[config.mk]
export PLATFORM = sky130hd
export DESIGN_NAME = zt_sram
export DESIGN_NICKNAME = d
export VERILOG_FILES = /design/src/rtl/zt_sram_pkg.sv /design/src/rtl/zt_burst_seq.sv /design/src/rtl/zt_lane_merge.sv /design/src/rtl/zt_word_store.sv /design/src/rtl/zt_sram.sv
export SDC_FILE = /design/constraint.sdc
export NUM_CORES = 2
export LEC_CHECK = 0
export ABC_CLOCK_PERIOD_IN_PS = 2800
export BUFFER_PORTS_ARGS = -buffer_cell sky130_fd_sc_hd__clkbuf_2
export CAP_MARGIN = 30
export CORE_MARGIN = 5
export CORE_UTILIZATION = 50
export DETAILED_ROUTE_END_ITERATION = 10
export HOLD_SLACK_MARGIN = 0.15
export PLACE_DENSITY = 0.65
export SLEW_MARGIN = 20
export SYNTH_ARGS = -nofsm -noshare
export SYNTH_HDL_FRONTEND = slang
export SYNTH_SLANG_ARGS = --single-unit
[constraint.sdc]
create_clock -name clk -period 2.8 [get_ports clk]
set_input_delay 0.28 -clock clk [delete_from_list [all_inputs] [get_ports clk]]
set_output_delay 0.28 -clock clk [all_outputs]
set_load 0.01 [all_outputs]
[src/rtl/zt_sram_pkg.sv]
package zt_sram_pkg;
    typedef enum logic [1:0] {
        ACC_IDLE  = 2'd0,
        ACC_READ  = 2'd1,
        ACC_WRITE = 2'd2
    } acc_e;

    localparam int LANE_BITS = 8;
    localparam int BURST_W   = 2;
endpackage

[src/rtl/zt_burst_seq.sv]
module zt_burst_seq #(
    parameter int AW = 6
) (
    input  logic [AW-1:0] base,
    input  logic [1:0]    beat,
    input  logic          ilv,
    output logic [AW-1:0] addr_out
);
    logic [1:0] low;

    always_comb begin
        if (ilv) low = base[1:0] ^ beat;
        else     low = base[1:0] + beat;
        addr_out = {base[AW-1:2], low};
    end
endmodule

[src/rtl/zt_lane_merge.sv]
module zt_lane_merge #(
    parameter int LANES = 4
) (
    input  logic [8*LANES-1:0] old_d,
    input  logic [LANES-1:0]   old_p,
    input  logic [8*LANES-1:0] new_d,
    input  logic [LANES-1:0]   new_p,
    input  logic [LANES-1:0]   take,
    output logic [8*LANES-1:0] out_d,
    output logic [LANES-1:0]   out_p
);
    for (genvar k = 0; k < LANES; k++) begin : g_lane
        assign out_d[8*k +: 8] = take[k] ? new_d[8*k +: 8] : old_d[8*k +: 8];
        assign out_p[k]        = take[k] ? new_p[k]        : old_p[k];
    end
endmodule

[src/rtl/zt_word_store.sv]
module zt_word_store #(
    parameter int DEPTH = 64,
    parameter int LANES = 4,
    localparam int AW = $clog2(DEPTH)
) (
    input  logic               clk,
    input  logic               wr_go,
    input  logic [AW-1:0]      wr_addr,
    input  logic [LANES-1:0]   wr_lanes,
    input  logic [8*LANES-1:0] wr_d,
    input  logic [LANES-1:0]   wr_p,
    input  logic [AW-1:0]      rd_addr,
    output logic [8*LANES-1:0] rd_d,
    output logic [LANES-1:0]   rd_p
);
    for (genvar k = 0; k < LANES; k++) begin : g_bank
        logic [8:0] cells [DEPTH];

        always_ff @(posedge clk) begin
            if (wr_go && wr_lanes[k])
                cells[wr_addr] <= {wr_p[k], wr_d[8*k +: 8]};
        end

        assign rd_d[8*k +: 8] = cells[rd_addr][7:0];
        assign rd_p[k]        = cells[rd_addr][8];
    end
endmodule

[src/rtl/zt_sram.sv]
module zt_sram
    import zt_sram_pkg::*;
#(
    parameter int DEPTH = 64,
    parameter int LANES = 4,
    localparam int AW = $clog2(DEPTH),
    localparam int DW = LANE_BITS * LANES
) (
    input  logic             clk,
    input  logic             rst,
    input  logic             run_n,
    input  logic             sel_a_n,
    input  logic             sel_b,
    input  logic             sel_c_n,
    input  logic             we_n,
    input  logic             load_n,
    input  logic [LANES-1:0] lane_wr_n,
    input  logic [AW-1:0]    addr,
    input  logic             burst_ilv,
    input  logic [DW-1:0]    wd_in,
    input  logic [LANES-1:0] wp_in,
    output logic [DW-1:0]    rd_data,
    output logic [LANES-1:0] rd_par,
    output logic             rd_oe
);
    // command slot (stage 1) state
    acc_e               acc_q, acc_d;
    logic [AW-1:0]      base_q, base_d;
    logic [BURST_W-1:0] beat_q, beat_d;
    logic [LANES-1:0]   mask_q;
    logic [AW-1:0]      s1_addr;

    // data-phase (stage 2) write slot
    logic               s2_vld;
    logic [AW-1:0]      s2_addr;
    logic [LANES-1:0]   s2_mask;

    logic               sel_ok;
    logic               step;
    logic [DW-1:0]      mem_d, fwd_d;
    logic [LANES-1:0]   mem_p, fwd_p;
    logic [LANES-1:0]   fwd_take;

    assign sel_ok = !sel_a_n && sel_b && !sel_c_n;
    assign step   = !run_n;

    zt_burst_seq #(.AW(AW)) u_seq (
        .base     (base_q),
        .beat     (beat_q),
        .ilv      (burst_ilv),
        .addr_out (s1_addr)
    );

    zt_word_store #(.DEPTH(DEPTH), .LANES(LANES)) u_store (
        .clk      (clk),
        .wr_go    (step && s2_vld && !rst),
        .wr_addr  (s2_addr),
        .wr_lanes (s2_mask),
        .wr_d     (wd_in),
        .wr_p     (wp_in),
        .rd_addr  (s1_addr),
        .rd_d     (mem_d),
        .rd_p     (mem_p)
    );

    // bytes committed on this very edge are forwarded to a read in the slot
    assign fwd_take = (s2_vld && (s2_addr == s1_addr)) ? s2_mask : '0;

    zt_lane_merge #(.LANES(LANES)) u_fwd (
        .old_d (mem_d),
        .old_p (mem_p),
        .new_d (wd_in),
        .new_p (wp_in),
        .take  (fwd_take),
        .out_d (fwd_d),
        .out_p (fwd_p)
    );

    // next-state: LOAD_RD / LOAD_WR / LOAD_OFF / ADVANCE
    always_comb begin
        acc_d  = acc_q;
        base_d = base_q;
        beat_d = beat_q;
        if (!load_n) begin
            beat_d = '0;
            base_d = addr;
            if (!sel_ok)   acc_d = ACC_IDLE;
            else if (we_n) acc_d = ACC_READ;
            else           acc_d = ACC_WRITE;
        end else begin
            beat_d = beat_q + 1'b1;
        end
    end

    // state register; HOLD when run_n is high
    always_ff @(posedge clk) begin
        if (rst) begin
            acc_q  <= ACC_IDLE;
            base_q <= '0;
            beat_q <= '0;
            mask_q <= '0;
        end else if (step) begin
            acc_q  <= acc_d;
            base_q <= base_d;
            beat_q <= beat_d;
            mask_q <= ~lane_wr_n;
        end
    end

    // outputs and data-phase slot, driven by the slot state
    always_ff @(posedge clk) begin
        if (rst) begin
            s2_vld  <= 1'b0;
            s2_addr <= '0;
            s2_mask <= '0;
            rd_oe   <= 1'b0;
            rd_data <= '0;
            rd_par  <= '0;
        end else if (step) begin
            s2_addr <= s1_addr;
            s2_mask <= mask_q;
            unique case (acc_q)
                ACC_READ: begin
                    s2_vld  <= 1'b0;
                    rd_oe   <= 1'b1;
                    rd_data <= fwd_d;
                    rd_par  <= fwd_p;
                end
                ACC_WRITE: begin
                    s2_vld <= 1'b1;
                    rd_oe  <= 1'b0;
                end
                default: begin
                    s2_vld <= 1'b0;
                    rd_oe  <= 1'b0;
                end
            endcase
        end
    end

    a_r2_read_drives: assert property (@(posedge clk) disable iff (rst)
        (step && acc_q == ACC_READ) |=> rd_oe);

    a_r9_quiet_after_write_or_idle: assert property (@(posedge clk) disable iff (rst)
        (step && acc_q != ACC_READ) |=> !rd_oe);

    a_r3_write_reaches_data_phase: assert property (@(posedge clk) disable iff (rst)
        (step && acc_q == ACC_WRITE) |=> s2_vld);

    a_r5_stall_holds: assert property (@(posedge clk) disable iff (rst)
        !step |=> ($stable(rd_oe) && $stable(rd_data) && $stable(rd_par)
                   && $stable(acc_q) && $stable(s2_vld)));

    a_r1_deselect_on_bad_select: assert property (@(posedge clk) disable iff (rst)
        (step && !load_n && !sel_ok) |=> acc_q == ACC_IDLE);

    a_r7_advance_keeps_kind: assert property (@(posedge clk) disable iff (rst)
        (step && load_n) |=> $stable(acc_q));

    a_r6_full_forward: assert property (@(posedge clk) disable iff (rst)
        (step && acc_q == ACC_READ && s2_vld && s2_addr == s1_addr && &s2_mask)
        |=> (rd_data == $past(wd_in) && rd_par == $past(wp_in)));
endmodule

; ---- Word-level counts from Yosys, hierarchy flattened
; Memories as Yosys holds them, arrays and structs flattened. A register that Yosys moved wholly into a read port is not among the register bits.
; Index checks and enable logic that the tools add are counted.
; Widths: inputs -> output; s select.
[totals]
register_bits = 26
ram_bits = 2304
output_inout_bits = 37
wordCells = 48
memories = 4
[op_classes]
add_sub_neg = 2
eq_ne = 2
mux = 14
bitwise_logic = 4
n_reduce_logical = 14
[mem_list]
columns = memory, words, width, rd, rd_clocked_by_memory_dff, write_ports, line
row1 = u_store.g_bank[0].cells, 64, 9, 1, 1, 1, zt_word_store.sv:17  ; logic [8:0] cells [DEPTH];
row2 = u_store.g_bank[1].cells, 64, 9, 1, 1, 1, zt_word_store.sv:17
row3 = u_store.g_bank[2].cells, 64, 9, 1, 1, 1, zt_word_store.sv:17
row4 = u_store.g_bank[3].cells, 64, 9, 1, 1, 1, zt_word_store.sv:17
[ops]
columns = operator, n
row1 = $mux 1, 10
row2 = $logic_and 1x1->1, 8
row3 = $mux 2, 4
row4 = $logic_not 1->1, 4
row5 = $not 4->4, 1
row6 = $reduce_and 2->1, 2
row7 = $add 2x1->2 const B, 1
row8 = $add 2x2->2, 1
row9 = $eq 2x1->1 const B, 1
row10 = $eq 2x2->1 const B, 1
row11 = $not 1->1, 2
row12 = $xor 2x2->2, 1

; ---- Logic depth before layout (Yosys ltp)
[depth]
ltp_word = 6
mapped_depth = 13
depth_no_buf = 8

; ---- By module
; From an unflattened synthesis, not the netlist that was laid out.
[hier_totals]
hier_cells = 4315
hier_area_um2 = 91327.6
[by_module_without_submodules]
columns = mod, n_inst, cells_per_inst, area_each_um2, seq_area_each_um2
row1 = zt_word_store, 1, 4030, 88312.2, 69186.4
row2 = zt_sram, 1, 236, 2359.8, 1241.2
row3 = zt_lane_merge, 1, 40, 585.6, 0.0
row4 = zt_burst_seq, 1, 9, 70.1, 0.0

; ---- Least setup slack after synthesis
; No wires, ideal clock.
[synth_timing]
kind = reg-to-reg
startpoint = reg beat_q[0]
endpoint = reg rd_data[1]
setup_time_ps = 116
arrival_time_ps = 2776
required_time_ps = 2684
slack_ps = -92
path_stages_with_launch = 10
n_path_buf = 4
cell_sequence = dfxtp_1 -> ha_1 -> buf_2 -> buf_4 -> buf_1 -> buf_2 -> mux4_2 -> a22oi_1 -> o211ai_1 -> o211a_1
[synth_via]
elab_chain_len = 2
elab_cells_between_ends = 3
cone_classes = 1 x add/sub / 1 x mux / 1 x bitwise
[synth_rtl]
columns = item, line
row1 = from (decl), zt_sram.sv:29  ; logic [BURST_W-1:0] beat_q, beat_d;
row2 = from (signal assigned), zt_sram.sv:105  ; beat_q <= beat_d;
row3 = $add 2x2->2 or $xor 2x2->2 (tied branches), "zt_burst_seq.sv:13, zt_burst_seq.sv:12"
row4 = $mux 2 (*), zt_burst_seq.sv:12  ; if (ilv) low = base[1:0] ^ beat;
row5 = net s1_addr[0], zt_sram.sv:31  ; logic [AW-1:0] s1_addr;
row6 = to (signal assigned), zt_sram.sv:126  ; rd_data <= fwd_d;
row7 = to (decl), zt_sram.sv:22  ; output logic [DW-1:0] rd_data,
; The timed path passes the listed nets; every way through them passes the cells marked *.
; A chain may end at the register's enable or synchronous reset.

; ---- Worst setup path in the final report
[layout_timing]
startpoint = reg base_q[0]
endpoint = reg rd_data[29]
[layout_via]
elab_chain_len = 2
elab_cells_between_ends = 3
cone_classes = 1 x add/sub / 1 x mux / 1 x bitwise
[layout_rtl]
columns = item, line
row1 = from (decl), zt_sram.sv:28  ; logic [AW-1:0] base_q, base_d;
row2 = from (signal assigned), zt_sram.sv:104  ; base_q <= base_d;
row3 = $add 2x2->2 or $xor 2x2->2 (tied branches), "zt_burst_seq.sv:13, zt_burst_seq.sv:12"
row4 = $mux 2 (*), zt_burst_seq.sv:12
; Every way passes the cells marked *; elsewhere a longest branch is shown, timed or not.

==> flow_summary.toml <==
[status]
outcome = "finished, violations left"
failed_checks = "negative setup slack"

[timing]
post-route-period-util = 1.04
finalMaxSlewViolations = 0
worst_pin_slew_ns = 1.10
min_period_ns = 2.90
maxSlewHeadroom = 0.262
hold_viol = 0
setup_tns_ns = -0.591
setup_viol = 15
skew_ns = 0.0475
fmax_mhz = 345
rsz0062_at_grt = "yes"
layout_setup_ws_ns = -0.0997

[cells_and_area]
drive_gt1_frac = 0.287
final_nets = 6388
syn2layout_area_growth_pct = 21.2
final_cells = 9019
fillCellCount = 13300
final_cell_mix = "edfxtp_1 (2304), buf_4 (771), nand2_1 (761)"
final_common_cell = "edfxtp_1"

[die]
num_rows = 158
die_w_um = 440
io_pins = 92
start_util = 0.501
die_h_um = 440
die_area_um2 = 194000
core_area_um2 = 185000

[power]
clockPowerShare = 0.408
power.switching_mw = 16.8
p_leak_nw = 37.0
seq_power_share = 0.515
ir_drop_mv = 0.518
p_sw_frac = 0.222
p_total_mw = 75.4
comb_power_share = 0.077
p_int_mw = 58.7
cellPowerDensity_nw_per_um2 = 672

[global_routing]
grt_pass1_vias = 54700
grt.overflow.total = 0
antenna_found_initial = 10
grt_pass1_wl_um = 412000
gr-usage-all-layers = 0.302
grt_max_degree = 65

[routing]
viasPerCell = 6.31
drtIter0Drc = 8650
num_vias = 56900
wire_per_inst_um = 32.9
drtAntennaViolNets = 0
remaining_drc_errors = 0
firstDrtPassIters = 6
wl_um = 297000

[synth]
ys_async_sr_fraction = 0
synth_edf_count = 2304
syn-num-nets = 5419
synth_top_area_share = 0.747
ys_top_cells_by_area = "edfxtp_1 (75%), mux4_2 (8.9%), nand2_1 (3.1%)"
synth-seq-cells = 2366
yosys_warnings = 0
synthCells = 5363
ys_seq_area_frac = 0.760
ys_types = 78
yosysTopAreaCell = "edfxtp_1"
syn_area_per_cell_um2 = 17.3
synthFlopType = "edfxtp_1"
syn-cell-area_um2 = 92600

[clock_network]
cts_buffers = 229
htreeDepth = 4
cts_tree = "done"
clkSinkCount = 2366
cts_buffer_depth = 3
clkTransAtPathRegs_ns = 0.06
cts_root_buffer = "clkbuf_16"
clkLatencyLatePin_ns = 0.89

[setup_path]
r2r-start = "base_q[0]"
cp.required_ns = 3.57
end_kind = "register"
worstSetupStartpoint = "base_q[0]"
crit_fanout = 16
cp.arrival_ns = 3.67
r2r_setup_slack_ns = -0.1
path_class = "register to register"
startpoint_type = "register"

[placement]
dp.cells = 8400
io_buffers = 91
place_congestion = 0.926
dpl.hpwl_um = 191000

[worst_hold_path]
min_from = "wd_in[19]"
hold_class = "primary input to register"

[run]
cap_violations = 0
-- worst max-delay path, cell delays in order, from the launching register on --
cell	delay [ns]
dfxtp_2	0.35
ha_4	0.13
nor2b_4	0.21
xnor2_4	0.15
buf_12	0.16
buf_16	0.17
buf_4	0.20
buf_16	0.19
mux4_2	0.34
mux2_2	0.31
o221ai_4	0.24
o311ai_2	0.17
o211a_1	0.14
-- logic make-up (layout without fill, tap and decap cells) --
group                      after synthesis  in the layout  synth area share
DFF                                   2366           2366             0.760
and+or+nand+nor                       1516           1516            0.0677
muxes                                  580            580             0.112
AOI/OAI and AO/OA                      557            557            0.0401
buffers and inverters                  333           1499            0.0178
xor gates and xnor gates                10             10           0.00158
adders and majority gates                1              1          0.000135
other                                    0             10                 0
-- layer usage --
layer	GRT usage	up-vias	part of all wire
li1	-	23100	-
met1	0.413	29100	0.37
met2	0.453	3928	0.45
met3	0.0721	766	0.12
met4	0.163	0	0.064
met5	0	-	0
-- cell usage after synthesis (all sizes together), types with 36 or more instances --
| master | number |
|---|---|
| a21oi | 162 |
| nand3 | 168 |
| clkbuf | 161 |
| dfxtp | 62 |
| buf | 167 |
| nor3 | 55 |
| a22oi | 37 |
| mux4 | 365 |
| nor2 | 407 |
| edfxtp | 2304 |
| o22ai | 58 |
| nand2 | 775 |
| nand4 | 36 |
| a31oi | 65 |
| mux2i | 192 |
| o21ai | 52 |
-- through the flow --
step	setup slack (ns)	hold slack, ns	util	instance area, um^2
floorplan	0.00977	0.379	-	92600
global placement	-0.372	0.460	0.550	102000
detailed placement	-0.401	0.463	0.550	102000
CTS	-0.0516	0.154	0.599	111000
global route	-0.126	0.196	0.607	112000
finish	-0.0997	0.193	0.607	112000
-- sequential cells by signal, summed over array words and instances (netlist names) --
| name | flops |
|---|---|
| mask_q | 4 |
| s2_mask | 4 |
| rd_oe | 1 |
| beat_q | 2 |
| rd_data | 32 |
| u_store.g_bank.cells | 2304 |
| base_q | 6 |
| s2_addr | 6 |
| s2_vld | 1 |
| rd_par | 4 |
| acc_q | 2 |
-- final cells by class --
cell class,count,area [um^2],area share
Multi-Input combinational cell,2664,21300,0.190
Sequential cell,2366,70400,0.628
Clock buffer,275,6010,0.0535
Antenna cell,10,25.0,0.000223
Clock inverter,153,1490,0.0133
Tap cell,2480,3100,0.0276
Timing Repair Buffer,1066,9820,0.0875
Inverter,5,18.8,0.000167
-- final timing paths --
path                            depth (start not counted)                             end
worst max-delay path                                   12                     rd_data[29]
worst min-delay path                                    1  u_store.g_bank[2].cells[62][3]
worst max register to register                         12                     rd_data[29]
worst min register to register                          2                           rd_oe
-- power groups by stage --
| stage | combinational, mW | sequential, mW | clock (mW) |
|---|---|---|---|
| finish | 5.80 | 38.9 | 30.8 |
| floorplan | 2.46 | 39.6 | 0 |
| global route | 6.01 | 38.8 | 32.6 |
| CTS | 5.38 | 38.9 | 31.0 |
| global placement | 4.98 | 39.6 | 0 |
| detailed placement | 5.04 | 39.6 | 0 |
-- what timing repair did --
action / CTS / global route
resized for setup: 67 / 115
setup buffers: 25 / 72
cloned: 12 / 9
pin swaps: 22 / 50
hold buffers: 61 / 3
setup endpoints to repair: 29 / 35
hold endpoints to repair: 539 / 72
Power figures use the tool's default switching activity.
